### config.mk
export PLATFORM = sky130hd
export DESIGN_NAME = cmd_stream_decoder
export DESIGN_NICKNAME = d
export VERILOG_FILES = /design/src/rtl/csd_pkg.sv /design/src/rtl/csd_bind_table.sv /design/src/rtl/csd_class_match.sv /design/src/rtl/csd_sequencer.sv /design/src/rtl/cmd_stream_decoder.sv
export SDC_FILE = /design/constraint.sdc
export NUM_CORES = 1
export LEC_CHECK = 0
export ABC_AREA = 1
export BUFFER_PORTS_ARGS = -buffer_cell sky130_fd_sc_hd__buf_2
export CAP_MARGIN = 20
export CORE_MARGIN = 4
export CORE_UTILIZATION = 35
export CTS_CLUSTER_SIZE = 12
export DETAILED_ROUTE_END_ITERATION = 10
export PLACE_DENSITY = 0.58
export SYNTH_ARGS = -nofsm -noshare
export SYNTH_HDL_FRONTEND = slang
export SYNTH_HIERARCHICAL = 1
export SYNTH_SLANG_ARGS = --single-unit
### constraint.sdc
create_clock -name clk -period 2.6 [get_ports clk]
set_input_delay 0.13 -clock clk [delete_from_list [all_inputs] [get_ports clk]]
set_output_delay 0.13 -clock clk [all_outputs]
set_load 0.03 [all_outputs]
### src/rtl/csd_pkg.sv
package csd_pkg;
    localparam int WORD_W     = 32;
    localparam int METH_W     = 13;
    localparam int SUB_W      = 3;
    localparam int CNT_W      = 13;
    localparam int MODE_W     = 3;
    localparam int CLASS_W    = 16;
    localparam int NUM_ENG    = 3;
    localparam int NUM_SUB    = 1 << SUB_W;
    localparam int RESV_LIMIT = 256;

    typedef enum logic [MODE_W-1:0] {
        MD_INC_A  = 3'd0,
        MD_INC_B  = 3'd1,
        MD_FIX_A  = 3'd2,
        MD_FIX_B  = 3'd3,
        MD_IMM    = 3'd4,
        MD_ONCE   = 3'd5,
        MD_BAD_6  = 3'd6,
        MD_BAD_7  = 3'd7
    } sub_mode_e;

    typedef enum logic [1:0] {
        ST_HDR   = 2'd0,
        ST_ARG   = 2'd1,
        ST_ISSUE = 2'd2
    } seq_state_e;

    function automatic logic [CLASS_W-1:0] eng_class(input int k);
        case (k)
            0:       return 16'h902D;
            1:       return 16'hB197;
            default: return 16'hB1C0;
        endcase
    endfunction
endpackage

### src/rtl/csd_bind_table.sv
module csd_bind_table
    import csd_pkg::*;
#(
    parameter int N_SUB = NUM_SUB,
    parameter int S_W   = SUB_W,
    parameter int C_W   = CLASS_W
) (
    input  logic           clk,
    input  logic           rst,
    input  logic           we,
    input  logic [S_W-1:0] wsub,
    input  logic [C_W-1:0] wclass,
    input  logic [S_W-1:0] rsub,
    output logic           bound,
    output logic [C_W-1:0] rclass,
    output logic           conflict
);
    logic [N_SUB-1:0] vld;
    logic [C_W-1:0]   cls [N_SUB];

    for (genvar s = 0; s < N_SUB; s++) begin : g_entry
        always_ff @(posedge clk) begin
            if (rst) begin
                vld[s] <= 1'b0;
                cls[s] <= '0;
            end else if (we && wsub == S_W'(s) && !vld[s]) begin
                vld[s] <= 1'b1;
                cls[s] <= wclass;
            end
        end
    end

    assign bound    = vld[rsub];
    assign rclass   = cls[rsub];
    assign conflict = we && vld[wsub];

    a_r5_bind_takes: assert property (@(posedge clk) disable iff (rst)
        (we && !vld[wsub]) |=> (vld[$past(wsub)] && cls[$past(wsub)] == $past(wclass)));

    a_r6_rebind_keeps: assert property (@(posedge clk) disable iff (rst)
        (we && vld[wsub]) |=> (cls[$past(wsub)] == $past(cls[wsub])));
endmodule

### src/rtl/csd_class_match.sv
module csd_class_match
    import csd_pkg::*;
#(
    parameter int N_ENG = NUM_ENG,
    parameter int C_W   = CLASS_W
) (
    input  logic [C_W-1:0]   cls,
    output logic [N_ENG-1:0] hit_vec,
    output logic             hit
);
    for (genvar k = 0; k < N_ENG; k++) begin : g_cmp
        assign hit_vec[k] = (cls == C_W'(eng_class(k)));
    end
    assign hit = |hit_vec;
endmodule

### src/rtl/csd_sequencer.sv
module csd_sequencer
    import csd_pkg::*;
#(
    parameter int W_W = WORD_W,
    parameter int M_W = METH_W,
    parameter int S_W = SUB_W,
    parameter int N_W = CNT_W
) (
    input  logic           clk,
    input  logic           rst,
    input  logic           in_valid,
    input  logic [W_W-1:0] in_word,
    output logic           in_ready,
    input  logic           issue_done,
    output logic           issue,
    output logic [M_W-1:0] pend_method,
    output logic [S_W-1:0] pend_sub,
    output logic [W_W-1:0] pend_value,
    output logic           err_mode,
    output logic           err_zero
);
    localparam int SUB_LO  = M_W;
    localparam int CNT_LO  = M_W + S_W;
    localparam int MODE_LO = M_W + S_W + N_W;

    seq_state_e state, nxt;
    sub_mode_e  mode_r, h_mode;
    logic [M_W-1:0] base_r, h_meth, gen_meth;
    logic [S_W-1:0] sub_r, h_sub;
    logic [N_W-1:0] h_cnt, left_r, idx_r;
    logic accept;

    assign h_meth = in_word[M_W-1:0];
    assign h_sub  = in_word[SUB_LO +: S_W];
    assign h_cnt  = in_word[CNT_LO +: N_W];
    assign h_mode = sub_mode_e'(in_word[MODE_LO +: MODE_W]);
    assign accept = in_valid && in_ready;

    always_comb begin
        unique case (mode_r)
            MD_INC_A, MD_INC_B: gen_meth = base_r + idx_r[M_W-1:0];
            MD_ONCE:            gen_meth = (idx_r == '0) ? base_r : base_r + M_W'(1);
            default:            gen_meth = base_r;
        endcase
    end

    // state register
    always_ff @(posedge clk) begin
        if (rst) state <= ST_HDR;
        else     state <= nxt;
    end

    // next state and outputs
    always_comb begin
        nxt      = state;
        in_ready = 1'b0;
        issue    = 1'b0;
        unique case (state)
            ST_HDR: begin
                in_ready = 1'b1;
                if (accept) begin
                    unique case (h_mode)
                        MD_INC_A, MD_INC_B, MD_FIX_A, MD_FIX_B, MD_ONCE:
                            nxt = (h_cnt == '0) ? ST_HDR : ST_ARG;
                        MD_IMM:
                            nxt = ST_ISSUE;
                        MD_BAD_6, MD_BAD_7:
                            nxt = ST_HDR;
                    endcase
                end
            end
            ST_ARG: begin
                in_ready = 1'b1;
                if (accept) nxt = ST_ISSUE;
            end
            ST_ISSUE: begin
                issue = 1'b1;
                if (issue_done) nxt = (left_r == '0) ? ST_HDR : ST_ARG;
            end
            default: nxt = ST_HDR;
        endcase
    end

    // command datapath
    always_ff @(posedge clk) begin
        if (rst) begin
            mode_r      <= MD_INC_A;
            base_r      <= '0;
            sub_r       <= '0;
            left_r      <= '0;
            idx_r       <= '0;
            pend_method <= '0;
            pend_sub    <= '0;
            pend_value  <= '0;
            err_mode    <= 1'b0;
            err_zero    <= 1'b0;
        end else begin
            err_mode <= (state == ST_HDR) && accept &&
                        (h_mode == MD_BAD_6 || h_mode == MD_BAD_7);
            err_zero <= (state == ST_HDR) && accept && h_mode == MD_ONCE && h_cnt == '0;
            if (state == ST_HDR && accept) begin
                mode_r <= h_mode;
                base_r <= h_meth;
                sub_r  <= h_sub;
                idx_r  <= '0;
                if (h_mode == MD_IMM) begin
                    left_r      <= '0;
                    pend_method <= h_meth;
                    pend_sub    <= h_sub;
                    pend_value  <= {{(W_W-N_W){1'b0}}, h_cnt};
                end else begin
                    left_r <= h_cnt;
                end
            end else if (state == ST_ARG && accept) begin
                pend_method <= gen_meth;
                pend_sub    <= sub_r;
                pend_value  <= in_word;
                idx_r       <= idx_r + N_W'(1);
                left_r      <= left_r - N_W'(1);
            end
        end
    end

    a_r10_bad_mode_to_hdr: assert property (@(posedge clk) disable iff (rst)
        (state == ST_HDR && accept && (h_mode == MD_BAD_6 || h_mode == MD_BAD_7))
        |=> (state == ST_HDR && err_mode));

    a_r4_inline_issue: assert property (@(posedge clk) disable iff (rst)
        (state == ST_HDR && accept && h_mode == MD_IMM)
        |=> (state == ST_ISSUE && pend_value == {{(W_W-N_W){1'b0}}, $past(h_cnt)}));

    a_r3_once_second_arg: assert property (@(posedge clk) disable iff (rst)
        (state == ST_ARG && accept && mode_r == MD_ONCE && idx_r != '0)
        |=> (pend_method == $past(base_r) + M_W'(1)));
endmodule

### src/rtl/cmd_stream_decoder.sv
module cmd_stream_decoder
    import csd_pkg::*;
#(
    parameter int W_W   = WORD_W,
    parameter int M_W   = METH_W,
    parameter int S_W   = SUB_W,
    parameter int C_W   = CLASS_W,
    parameter int N_ENG = NUM_ENG
) (
    input  logic             clk,
    input  logic             rst,
    input  logic             in_valid,
    output logic             in_ready,
    input  logic [W_W-1:0]   in_word,
    output logic [N_ENG-1:0] eng_valid,
    input  logic [N_ENG-1:0] eng_ready,
    output logic [M_W-1:0]   eng_method,
    output logic [W_W-1:0]   eng_value,
    output logic             err_bad_mode,
    output logic             err_zero_count,
    output logic             err_rebind,
    output logic             err_reserved,
    output logic             err_unbound,
    output logic             err_bad_class
);
    localparam int N_SUB = 1 << S_W;

    logic           issue, issue_done;
    logic [M_W-1:0] pend_method;
    logic [S_W-1:0] pend_sub;
    logic [W_W-1:0] pend_value;
    logic           is_bind, is_resv, is_eng;
    logic           bound, hit, conflict;
    logic [C_W-1:0] bound_cls;
    logic [N_ENG-1:0] hit_vec;

    csd_sequencer #(.W_W(W_W), .M_W(M_W), .S_W(S_W), .N_W(CNT_W)) u_seq (
        .clk         (clk),
        .rst         (rst),
        .in_valid    (in_valid),
        .in_word     (in_word),
        .in_ready    (in_ready),
        .issue_done  (issue_done),
        .issue       (issue),
        .pend_method (pend_method),
        .pend_sub    (pend_sub),
        .pend_value  (pend_value),
        .err_mode    (err_bad_mode),
        .err_zero    (err_zero_count)
    );

    assign is_bind = (pend_method == '0);
    assign is_resv = !is_bind && (pend_method < M_W'(RESV_LIMIT));
    assign is_eng  = !is_bind && !is_resv;

    csd_bind_table #(.N_SUB(N_SUB), .S_W(S_W), .C_W(C_W)) u_bind (
        .clk      (clk),
        .rst      (rst),
        .we       (issue && is_bind),
        .wsub     (pend_sub),
        .wclass   (pend_value[C_W-1:0]),
        .rsub     (pend_sub),
        .bound    (bound),
        .rclass   (bound_cls),
        .conflict (conflict)
    );

    csd_class_match #(.N_ENG(N_ENG), .C_W(C_W)) u_match (
        .cls     (bound_cls),
        .hit_vec (hit_vec),
        .hit     (hit)
    );

    assign eng_valid  = (issue && is_eng && bound) ? hit_vec : '0;
    assign eng_method = pend_method;
    assign eng_value  = pend_value;
    assign issue_done = issue && (!is_eng || !bound || !hit || |(hit_vec & eng_ready));

    assign err_rebind    = conflict;
    assign err_reserved  = issue && is_resv;
    assign err_unbound   = issue && is_eng && !bound;
    assign err_bad_class = issue && is_eng && bound && !hit;

    a_r8_onehot_dispatch: assert property (@(posedge clk) disable iff (rst)
        $onehot0(eng_valid));

    a_r11_hold_write: assert property (@(posedge clk) disable iff (rst)
        (|eng_valid && !(|(eng_valid & eng_ready)))
        |=> ($stable(eng_valid) && $stable(eng_method) && $stable(eng_value)));

    a_r11_stall_input: assert property (@(posedge clk) disable iff (rst)
        (|eng_valid) |-> !in_ready);

    a_r7_reserved_dropped: assert property (@(posedge clk) disable iff (rst)
        err_reserved |-> (eng_valid == '0));
endmodule

==> results.md <==
- Status: complete, no violations
- Relative slew slack: 48.8%
- Final net count: 1945
- CTS tree: done
- FF-to-FF End: u_seq/state[0]
- Vias in the first global route: 11191
- Slew Viols, Final: 0
- Top Family by Delay on Critical Path: simple AND/OR/NAND/NOR gates
- Synth async-reset ratio: 0%
- Layout cells sized above 1: 15.7%
- Fillers: 3558
- HP Class: input pin to flip-flop
- DRT Pass-1 Iters: 6
- LEAKAGE: 0.00717 uW
- Core Region: 35700 sq um
- Cell Area, Synth: 12800 sq um
- DRT Wirelength: 40.4 mm
- Buf/Inv on CP: 6
- Row Count: 69
- Top cell type's share of synthesized area: 30.1%
- Residual DRC count: 0
- Post-layout instance area: 15800 sq um
- Pin count of the biggest net entering global routing: 45
- Antenna cells: 0
- Die Y: 199 um
- Tot GR Track Use: 19.8%
- DR vias/cell: 5.03
- TritonCTS Buffers: 26
- Fin crit share: 97.1%
- DP Cell Count: 2272
- Drt wl/cell: 17.0 um
- Average size of a mapped cell: 7.31 sq um
- Hold path startpoint: in_word[5]
- Final hold violations: 0
- Via count: 11921
- CTS sink cnt: 233
- GRT overflow: 0
- CP Data Arrival Time: 2.39 ns
- Seq cells post-synth: 233
- Routability Congestion: 0.899
- Min Tclk post-route: 2.52 ns
- Worst skew pair latency: 0.54 ns
- Worst r2r src: u_seq/pend_sub[0]
- Max-Cap Viols: 0
- Max rail drop VDD: 444 uV
- Placed cell area: 14000 sq um
- Top cell by count, worst path: nand2_1
- Crit-path max cell delay: 0.38 ns
- Net Count, Synth: 1801
- Reg2Reg Setup Slack: 0.11 ns
- Critical Path Source: u_seq/pend_sub[0]
- Synth top area cells: edfxtp_1 (30%), dfxtp_1 (16%), nand2_1 (14%), inv_1 (8.1%), nor2_1 (6.6%)
- Hold_ws: 0.0823 ns
- PwrDens: 621 nW/um^2
- Setup violators final: 0
- Initial antenna violation count: 0
- First-pass GRT wire length: 62.5 mm
- Worst R2R Path Depth: 19
- Die span in x: 199 um
- Crit path launch type: flip-flop
- Worst slew pin tran: 0.767 ns
- Final antenna-violating net count: 0
- Initial core utilization: 35.7%
- Num ports: 93
- CP Capture Type: primary output
- RSZ-0062 raised after global routing: true
- Slowest CP cell: dfxtp_4
- Post-synth top flop: edfxtp_1
- # port buffers: 92
- Crit-path cells: buf_8, clkbuf_16, nand2_1, nand3_1, nand2_1, nand2_1, nand2_2, nand2_1, inv_1, nand2_2, nor2_4, nand2_2, inv_2, inv_2, nor2_4, buf_6
- Yosys warns: 6
- Total Power: 9800 uW
- Synthesized instance count: 1746
- CTS clk-pin slew, worst paths: 0.06 ns
- WHS Path Cells: 4
- Area leader, netlist: edfxtp_1
- Critical-path maximum fanout: 8
- Layout area overhead: 23.7%
- Seq/Total Area, Yosys: 46.6%
- Detailed Place HPWL: 27.8 mm
- CP required: 2.47 ns
- Clk Tree Root Cell: clkbuf_16
- Cell Count, Final, Fillers Out: 2371
- Die area: 39600 sq um
- Fmax: 396 MHz
- Hold Crit Endpoint: u_seq/base_r[5]
- Critical path type: flip-flop to primary output
- Longest Clk Path Bufs: 3
- H-tree Lvls: 1
- Initial detailed-routing violation count: 1012
- Post-synth EDFFs: 128
- Top-count cell post-synth: nand2_1
- Worst Skew: 0.0122 ns
- Commonest cells post-synth: nand2_1 (491), inv_1 (275), nor2_1 (224)
- Synth cell types: 48
==> where the power goes <==
part	internal (uW)	total (uW)	switching (uW)
clock network	2200	3720	1520
registers	4060	4200	145
logic	638	1880	1240
==> final cells by class <==
cell class	instances	area [sq um]	area share, %
Clock inverter	7	62.6	0.396
Inverter	287	1080	6.86
Clock buffer	41	800	5.06
Timing Repair Buffer	186	1720	10.9
Multi-Input combinational cell	1156	5600	35.4
Tap cell	461	577	3.65
Sequential cell	233	5950	37.7
==> what timing repair did <==
item	CTS	global route
setup endpoints to repair	5	9
hold buffers	40	0
setup buffers	2	1
endpoints found under the hold margin	70	0
resized for setup	11	76
pin swaps	3	49
cloned	1	8
==> registers in the layout, indices dropped and copies added, names as in the netlist, 8 cells and up <==
name / count
u_seq/idx_r: 13
u_seq/left_r: 13
u_seq/pend_value: 32
u_bind/vld: 8
u_seq/pend_method: 13
u_seq/base_r: 13
u_bind/cls: 128
==> stage by stage <==
step	utilization (%)	TNS, ns	worst slack, ns
after global routing	44.2	-0.189	-0.0544
after global placement	39.3	0	0.161
final	44.2	0	0.0754
after CTS	43.0	0	0.00203
after floorplan	-	0	0.204
after detailed placement	39.3	0	0.115
==> cells by family after synthesis <==
family	count (synthesis)	synth area share, %
AND/OR/NAND/NOR	954	32.1
buffers and inverters	357	11.2
flip-flops	233	46.6
AO/OA/AOI/OAI	174	7.64
adder cells (fa/ha/maj)	17	1.73
XOR/XNOR	11	0.755
==> how the worst max path moves through the flow <==
stage | cells past startpoint | slack, ns | to
after floorplan | 18 | 0.20 | u_seq/state[0]
after global placement | 20 | 0.16 | u_seq/state[0]
after detailed placement | 19 | 0.11 | u_seq/state[0]
after CTS | 16 | 0.002 | eng_valid[1]
after global routing | 16 | -0.05 | eng_valid[0]
final | 16 | 0.08 | eng_valid[2]
==> worst reg2reg max path: stages (launching register included) <==
cell	delay, ns
dfxtp_4	0.38
buf_8	0.16
clkbuf_16	0.19
nand2_1	0.08
nand3_1	0.07
nand2_1	0.11
nand2_1	0.07
nand2_2	0.08
nand2_1	0.06
inv_1	0.06
nand2_2	0.06
nor2_4	0.12
nand2_2	0.07
nand3_2	0.11
nand3_1	0.10
nor2_2	0.19
a21oi_1	0.09
or2_4	0.25
nand3_1	0.08
a21oi_1	0.06
==> cell usage in the layout (no fill, tap or decap), types with 8 or more instances in the layout <==
cell type / instances
a31oi_1: 14
buf_4: 21
inv_2: 16
buf_12: 22
clkbuf_16: 34
o21ai_0: 80
dfxtp_1: 103
nand3_1: 152
nand2_2: 28
edfxtp_1: 128
nor2_1: 214
nand4_1: 15
a21oi_1: 45
nand2_1: 464
xor2_1: 9
nor2_2: 17
o31ai_1: 9
a221oi_1: 9
inv_1: 267
nand2_4: 8
dlygate4sd3_1: 40
nor3_1: 9
nand3_2: 15
ha_1: 16
clkbuf_1: 8
buf_2: 88
==> per-layer routing <==
layer	wire, um	up-vias	global-route usage [%]
met3	2710	46	2.64
met1	18600	5608	28.7
li1	-	5832	-
met5	0	-	0
met4	982	0	6.23
met2	18100	435	30.8
(Power assumes the default switching activity.)
